--- src/rtl/cond_eval_pkg.sv ---
package cond_eval_pkg;
  localparam int CODE_W = 4;
  localparam int PAIR_W = CODE_W - 1;

  // strobes from the code decoder to the flag datapath
  typedef struct packed {
    logic [PAIR_W-1:0] pairSel;  // which pair of tests
    logic              invert;   // odd member of the pair
    logic              reserved; // the reserved code
  } condCtrl_t;
endpackage

--- src/rtl/cond_eval_ctrl.sv ---
module cond_eval_ctrl
  import cond_eval_pkg::*;
(
  input  logic [CODE_W-1:0] code,
  output condCtrl_t         ctrl
);
  always_comb begin
    ctrl.pairSel  = code[CODE_W-1:1];
    ctrl.reserved = &code;
    // the last pair is not an inverted pair: 1111 is reserved
    ctrl.invert   = code[0] & ~(&code);
  end
endmodule

--- src/rtl/cond_eval_dp.sv ---
module cond_eval_dp
  import cond_eval_pkg::*;
(
  input  condCtrl_t ctrl,
  input  logic      flagN,
  input  logic      flagZ,
  input  logic      flagC,
  input  logic      flagV,
  output logic      pass
);
  localparam int NUM_PAIRS = 1 << PAIR_W;

  logic [NUM_PAIRS-1:0] baseTest;
  logic                 signEq;

  assign signEq = (flagN == flagV);

  generate
    for (genvar p = 0; p < NUM_PAIRS; p++) begin : g_pair
      always_comb begin
        case (p)
          0:       baseTest[p] = flagZ;
          1:       baseTest[p] = flagC;
          2:       baseTest[p] = flagN;
          3:       baseTest[p] = flagV;
          4:       baseTest[p] = flagC & ~flagZ;
          5:       baseTest[p] = signEq;
          6:       baseTest[p] = ~flagZ & signEq;
          default: baseTest[p] = 1'b1;
        endcase
      end
    end
  endgenerate

  always_comb begin
    if (ctrl.reserved) pass = 1'b0;
    else               pass = baseTest[ctrl.pairSel] ^ ctrl.invert;
  end

  // the always pair passes whenever it is not the reserved code
  always_comb begin
    if (ctrl.pairSel == '1 && !ctrl.reserved)
      a_r9_always_passes: assert (pass);
  end
endmodule

--- src/rtl/cond_eval.sv ---
module cond_eval
  import cond_eval_pkg::*;
#(
  parameter int WORD_W    = 32,
  parameter bit REG_STAGE = 1'b1
) (
  input  logic              clk,
  input  logic              rstN,
  input  logic              instrValid,
  input  logic [WORD_W-1:0] instrWord,
  input  logic              flagN,
  input  logic              flagZ,
  input  logic              flagC,
  input  logic              flagV,
  output logic              condPass,
  output logic              neverSeen,
  output logic              execPass,
  output logic              execNever
);
  localparam int CODE_LSB = WORD_W - CODE_W;

  logic [CODE_W-1:0] code;
  condCtrl_t         ctrl;

  assign code      = instrWord[WORD_W-1:CODE_LSB];
  assign neverSeen = ctrl.reserved;

  cond_eval_ctrl i_ctrl (.code(code), .ctrl(ctrl));

  cond_eval_dp i_dp (
    .ctrl(ctrl), .flagN(flagN), .flagZ(flagZ), .flagC(flagC), .flagV(flagV),
    .pass(condPass)
  );

  generate
    if (REG_STAGE) begin : g_reg
      always_ff @(posedge clk or negedge rstN) begin
        if (!rstN) begin
          execPass  <= 1'b0;
          execNever <= 1'b0;
        end else begin
          execPass  <= instrValid & condPass;
          execNever <= instrValid & neverSeen;
        end
      end
    end else begin : g_comb
      assign execPass  = instrValid & condPass;
      assign execNever = instrValid & neverSeen;
    end
  endgenerate

  // a reserved code never passes
  a_r9_never_fails: assert property (@(posedge clk) disable iff (!rstN)
    neverSeen |-> !condPass);

  // equal test follows Z
  a_r2_eq_follows_z: assert property (@(posedge clk) disable iff (!rstN)
    (code == 4'b0000) |-> (condPass == flagZ));

  // greater-or-equal follows sign agreement
  a_r6_ge_sign: assert property (@(posedge clk) disable iff (!rstN)
    (code == 4'b1010) |-> (condPass == (flagN == flagV)));

  if (REG_STAGE) begin : g_reg_chk
    // registered flags capture the decision
    a_r10_capture: assert property (@(posedge clk) disable iff (!rstN)
      instrValid |=> (execPass == $past(condPass)) && (execNever == $past(neverSeen)));
    // idle cycle clears both
    a_r10_idle_clear: assert property (@(posedge clk) disable iff (!rstN)
      !instrValid |=> !execPass && !execNever);
  end
endmodule

--- config.mk ---
export PLATFORM = sky130hd
export DESIGN_NAME = cond_eval
export DESIGN_NICKNAME = d
export VERILOG_FILES = /design/src/rtl/cond_eval_pkg.sv /design/src/rtl/cond_eval_ctrl.sv /design/src/rtl/cond_eval_dp.sv /design/src/rtl/cond_eval.sv
export SDC_FILE = /design/constraint.sdc
export NUM_CORES = 1
export LEC_CHECK = 0
export BUFFER_PORTS_ARGS = -buffer_cell sky130_fd_sc_hd__buf_2
export CAP_MARGIN = 20
export CORE_AREA = 2 2 39 41
export DETAILED_ROUTE_END_ITERATION = 16
export DIE_AREA = 0 0 41 43
export SLEW_MARGIN = 20
export SYNTH_ARGS = -nofsm -noshare
export SYNTH_HDL_FRONTEND = slang
export SYNTH_HIERARCHICAL = 1
export SYNTH_SLANG_ARGS = --single-unit
--- constraint.sdc ---
create_clock -name clk -period 2.95 [get_ports clk]
set_input_delay 0.7375 -clock clk [delete_from_list [all_inputs] [get_ports clk]]
set_output_delay 0.7375 -clock clk [all_outputs]
set_load 0.02 [all_outputs]
==> results of run 1 <==
[flip-flops by register name, summed over array words and instances, names as in the netlist]
signal     cells
execPass       1
execNever      1
[critical path, delay by kind of cell]
kind / cells / cell delay [ps]
AOI/OAI and AO/OA: 2 / 360
buffers and inverters: 2 / 310
and+or+nand+nor: 1 / 260
muxes: 1 / 380
[cell usage in the layout, fill, tap and decap left out]
cell type,synthesis,layout
sky130_fd_sc_hd__nor2_1,2,2
sky130_fd_sc_hd__nor3b_2,1,1
sky130_fd_sc_hd__inv_1,1,1
sky130_fd_sc_hd__clkbuf_4,0,3
sky130_fd_sc_hd__dfrtp_1,2,2
sky130_fd_sc_hd__and2_1,3,3
sky130_fd_sc_hd__nor2b_1,3,3
sky130_fd_sc_hd__mux2_1,1,1
sky130_fd_sc_hd__a21oi_1,1,1
sky130_fd_sc_hd__nor4b_2,1,1
sky130_fd_sc_hd__a2111oi_0,1,1
sky130_fd_sc_hd__nand3_1,1,1
sky130_fd_sc_hd__mux2_2,1,1
sky130_fd_sc_hd__xnor2_1,1,1
sky130_fd_sc_hd__o21ai_0,1,1
sky130_fd_sc_hd__buf_2,0,14
sky130_fd_sc_hd__a311oi_1,1,1
[cell families after synthesis]
kind of cell / Yosys count / share of synthesized area
AO/OA/AOI/OAI: 4 / 0.129
XOR/XNOR: 1 / 0.0412
buffers and inverters: 4 / 0.124
flip-flops: 2 / 0.235
multiplexers: 2 / 0.106
AND/OR/NAND/NOR: 11 / 0.365
[per-stage QoR]
stage                     utilization  hold WS, ps
final                           0.219          292
after CTS                       0.219          281
after global routing            0.219          284
after floorplan                     -          442
after global placement          0.203          522
after detailed placement        0.203          524
[power breakdown]
group          internal [W]  switching, W   total, W
combinational     0.0000160     0.0000174  0.0000334
clock             0.0000448     0.0000148  0.0000596
sequential        0.0000291   0.000000254  0.0000293
total             0.0000899     0.0000325   0.000122
[metal layers]
metal | vias to the layer above | share of wire | global-route usage
met5 | - | 0 | 0
met4 | 0 | 0 | 0.0800
met3 | 0 | 0.11 | 0.0314
met2 | 13 | 0.49 | 0.0875
met1 | 94 | 0.39 | 0.0603
li1 | 111 | - | -
[final timing paths]
check	depth (start not counted)	end	slack [ps]
setup / recovery	6	condPass	170
hold / removal	1	execNever$_DFF_PN0_	290
max in group asynchronous	1	execPass$_DFF_PN0_	2560
min in group clk	2	execPass$_DFF_PN0_	750
[layout make-up]
class	count	share of cell area
multi-input cells	18	0.450
inverters	1	0.0124
clock buffers	3	0.0744
well taps	16	0.0661
flip-flops and latches	2	0.165
repair buffers	14	0.231
==> metrics.txt, run 1 <==
transition time of the tightest slew-check pin 374 ps; final instance area 303 um2; capturing element type of the critical path primary output; leading cell types by total area after synthesis sky130_fd_sc_hd__dfrtp_1 (24%), sky130_fd_sc_hd__buf_4 (11%), sky130_fd_sc_hd__and2_1 (8.8%); CP Launch Point instrWord[29]; number of endpoints with negative hold slack in the final report 0; area share of the largest cell type after synthesis 0.235; CTS clock-pin slew for the worst setup and hold paths around 30 ps; antenna fix cells 0; count of pins on the block boundary between 40 and 50; net count of the finished layout 79; count of endpoints failing setup in the final report 0; flip-flop and latch count after synthesis 2; die area 0.00176 mm2; maximum vdd drop 0.0552 mV; worst path required time 2210 ps; Unique masters post-synth 16; number of placement rows 14; via count of the first global-routing pass 196; netlist area before placement between 200 and 250 um2; combined flip-flop and latch cell area 50.0 um2; H-tree levels 1; hold buffer count at CTS 0; total length of routed wires between 400 and 500 um; CP cell instances buf_2 -> nor4b_2 -> a21oi_1 -> a311oi_1 -> mux2_1 -> buf_2; critical path arrival 2040 ps; clock tree from TritonCTS built; highest clock rate roughly 0.36 GHz; Worst path most repeated cell sky130_fd_sc_hd__buf_2; startpoint class of the critical path primary input; area added between synthesis and finish 42.4%; fraction of layout cells with a size suffix above 1 0.526; die height 43 um; global-route congestion overflow total 0; number of sinks driven by the clock tree 2; Crit Path Class in -> out; post-synthesis net count 63; number of setup buffers added after CTS 0; global-route wire length before repair 696 um; Post-Place Worst Slack around 170 ps; run status completed; Cells after Synth 24; highest fanout seen on the critical path 7; Core Footprint 0.00138 mm2; width of the chip 41 um; synth warn 6; Final Wtd Congestion ~0.7; routed wire length per instance 8.93 um; Pwr per Cell Area 404 mW/mm2; sequential element share of the synthesized area 0.235; FILL cells 159; placed cell area 280 um2; worst relative slew slack 0.744; initial antenna violation count 0; maximum number of pins on one net before global-route repair 8; Max stage delay cell, worst path sky130_fd_sc_hd__mux2_1; top cells by count, synth sky130_fd_sc_hd__and2_1 (3), sky130_fd_sc_hd__buf_4 (3), sky130_fd_sc_hd__nor2b_1 (3); total chip power 0.000122 W; clock buffer count from CTS 3; Starting Density 0.154; EDFF count, synth 0; clock period minus worst slack 2780 ps; delay of the slowest critical-path stage 380 ps; vias 218; Final Instance Count excl. Fillers 54; cells resized by post-CTS repair 0; Placed Cells incl. Taps 51; Static Leakage approximately 0.14 nW; router iterations before antenna repair 1; DRC marker count from the first detailed-route iteration 0; number of vias per cell 4.04; area occupied by multi-input gates 136 um2; buffer depth of the longest clock path 2; DRC viols 0; final critical-path share of the clock period 0.943; post-synthesis async set-or-reset flop share 1.00; dominant cell type by area after synthesis sky130_fd_sc_hd__dfrtp_1; worst min path class in -> async; Maximum Capacitance Violations 0; IO Port Bufs 14; aggregate negative setup slack 0 ps; library cell used as clock root buffer sky130_fd_sc_hd__clkbuf_4; Slew Limit Fails 0; Post-Syn Area per Cell 8.86 um2; slack of the critical path 168 ps; unrepaired setup endpoints after global routing false; total global-route track usage 0.0650; remaining number of nets flagged by the antenna check after routing 0; most common flop cell mapped by yosys sky130_fd_sc_hd__dfrtp_1
(Power assumes the default switching activity.)
==> run 2: changes to the inputs <==
Settings changed: ABC_AREA from default to 1.
Clock period 2.95 ns to 3 ns, I/O delays scaled along.
==> metrics.txt, run 2 <==
Crit Path Class in -> out; Starting Density 0.176; Maximum Capacitance Violations 0; dominant cell type by area after synthesis sky130_fd_sc_hd__nand2_1; aggregate negative setup slack 0 ps; worst min path class in -> async; Cells after Synth between 40 and 50; library cell used as clock root buffer sky130_fd_sc_hd__clkbuf_4; Placed Cells incl. Taps 70; worst relative slew slack 0.874; Core Footprint 0.00138 mm2; highest fanout seen on the critical path 6; global-route congestion overflow total 0; router iterations before antenna repair 4; die height 43 um; synth warn 6; clock period minus worst slack between 2000 and 2500 ps; number of buffer and inverter stages on the critical path 2; delay-heaviest family, CP simple AND/OR/NAND/NOR gates; DRC marker count from the first detailed-route iteration 7; cells resized by post-CTS repair 0; final instance area 334 um2; FILL cells 167; post-synthesis net count a little over 80; number of endpoints with negative hold slack in the final report 0; flip-flop and latch count after synthesis 2; IO Port Bufs 14; total global-route track usage 0.0679; Slew Limit Fails 0; largest registers execNever x1, execPass x1; vias around 290; top cells by count, synth sky130_fd_sc_hd__nand2_1 (15), sky130_fd_sc_hd__inv_1 (10), sky130_fd_sc_hd__nor2_1 (4); CP cell instances buf_2 -> nand2_1 -> nor2_2 -> nor2_1 -> nand3_2 -> nand2_1 -> nor2_1 -> buf_2; routed wire length per instance 7.27 um; fin util 0.241; number of placement rows 14; area added between synthesis and finish 36.9%; run status completed; net count of the finished layout between 90 and 100; maximum number of pins on one net before global-route repair 7; fraction of layout cells with a size suffix above 1 0.404; Max stage delay cell, worst path sky130_fd_sc_hd__nor2_2; DRC viols 0; most frequent cells in the layout sky130_fd_sc_hd__nand2_1 (15), sky130_fd_sc_hd__buf_2 (14), sky130_fd_sc_hd__inv_1 (10), sky130_fd_sc_hd__nor2_1 (4), sky130_fd_sc_hd__clkbuf_4 (3); combined flip-flop and latch cell area roughly 50 um2; unrepaired setup endpoints after global routing false; post-synthesis async set-or-reset flop share 1.00; Unique masters post-synth 11; worst path required time 2250 ps; capturing element type of the critical path primary output; netlist area before placement 244 um2; count of pins on the block boundary 43; count of endpoints failing setup in the final report 0; number of sinks driven by the clock tree 2; placed wire-length estimate 451 um; startpoint class of the critical path primary input; number of vias per cell 3.92; Post-Syn Area per Cell 5.67 um2; transition time of the tightest slew-check pin 188 ps; highest clock rate 0.414 GHz; EDFF count, synth 0; global-route wire length before repair 841 um; placed cell area 312 um2; area share of the largest cell type after synthesis 0.231; via count of the first global-routing pass 263; buffer depth of the longest clock path 2; clock tree from TritonCTS built; width of the chip 41 um; most common cell in the netlist sky130_fd_sc_hd__nand2_1; leading cell types by total area after synthesis sky130_fd_sc_hd__nand2_1 (23%), sky130_fd_sc_hd__dfrtp_1 (21%), sky130_fd_sc_hd__inv_1 (15%); maximum vdd drop 0.0586 mV; remaining number of nets flagged by the antenna check after routing 0; die area 0.00176 mm2; hold buffer count at CTS 0; Final Instance Count excl. Fillers 73; H-tree levels 1; total length of routed wires about 530 um; Pwr per Cell Area 375 mW/mm2; commonest non-fill, non-tap cell in the layout sky130_fd_sc_hd__nand2_1; critical path arrival 1660 ps; sequential element share of the synthesized area 0.205; antenna fix cells 0; initial antenna violation count 0; area occupied by multi-input gates 134 um2; CTS clock-pin slew for the worst setup and hold paths 30 ps; Static Leakage 0.220 nW; delay of the slowest critical-path stage 180 ps; clock buffer count from CTS 3; final critical-path share of the clock period 0.804; number of setup buffers added after CTS 0; Final Wtd Congestion 0.686; most common flop cell mapped by yosys sky130_fd_sc_hd__dfrtp_1
-- run 2: cell types whose count changed after synthesis, sizes merged, moves of 2 or more --
cell | before | now
inv | 1 | 10
nand3 | 1 | 4
mux2 | 2 | 0
nor2 | 2 | 6
and2 | 3 | 0
nand2 | 0 | 16
nor2b | 3 | 0
-- run 2: metrics by stage --
| step | hold slack, ps | setup slack, ps | power [W] |
|---|---|---|---|
| 2_1_floorplan | 454 | 644 | 0.0000558 |
| 3_3_place_gp | 535 | 602 | 0.0000663 |
| 3_5_place_dp | 537 | 567 | 0.0000673 |
| 4_1_cts | 302 | 575 | 0.000128 |
| 5_1_grt | 302 | 468 | 0.000135 |
| 6_report | 306 | 587 | 0.000125 |
-- run 2: worst paths after layout --
path | to | startpoint | cells past startpoint
setup / recovery | condPass | instrWord[29] | 8
hold / removal | execNever$_DFF_PN0_ | rstN | 1
max in group asynchronous | execPass$_DFF_PN0_ | rstN | 1
min in group clk | execNever$_DFF_PN0_ | instrValid | 3
-- run 2: routing by layer --
| metal | global-route usage | vias up | routed length [um] |
|---|---|---|---|
| met2 | 0.116 | 13 | 255 |
| met3 | 0.0157 | 0 | 48 |
| li1 | - | 150 | - |
| met1 | 0.0696 | 123 | 227 |
| met4 | 0.0400 | 0 | 0 |
| met5 | 0 | - | 0 |
-- run 2: cell families after synthesis --
logic type	synth area share
compound gates	0.0564
simple gates	0.492
buf+inv	0.246
flops	0.205
-- run 2: final cells by class --
type,count,share of cell area
clock buffers,3,0.0674
inverters,10,0.112
multi-input cells,28,0.401
flip-flops and latches,2,0.150
well taps,16,0.0599
repair buffers,14,0.210
-- run 2: report_power, final --
part,internal [W],switching [W]
Combinational,0.0000147,0.0000228
Sequential,0.0000287,0.000000335
Clock,0.0000441,0.0000146
Total,0.0000874,0.0000377
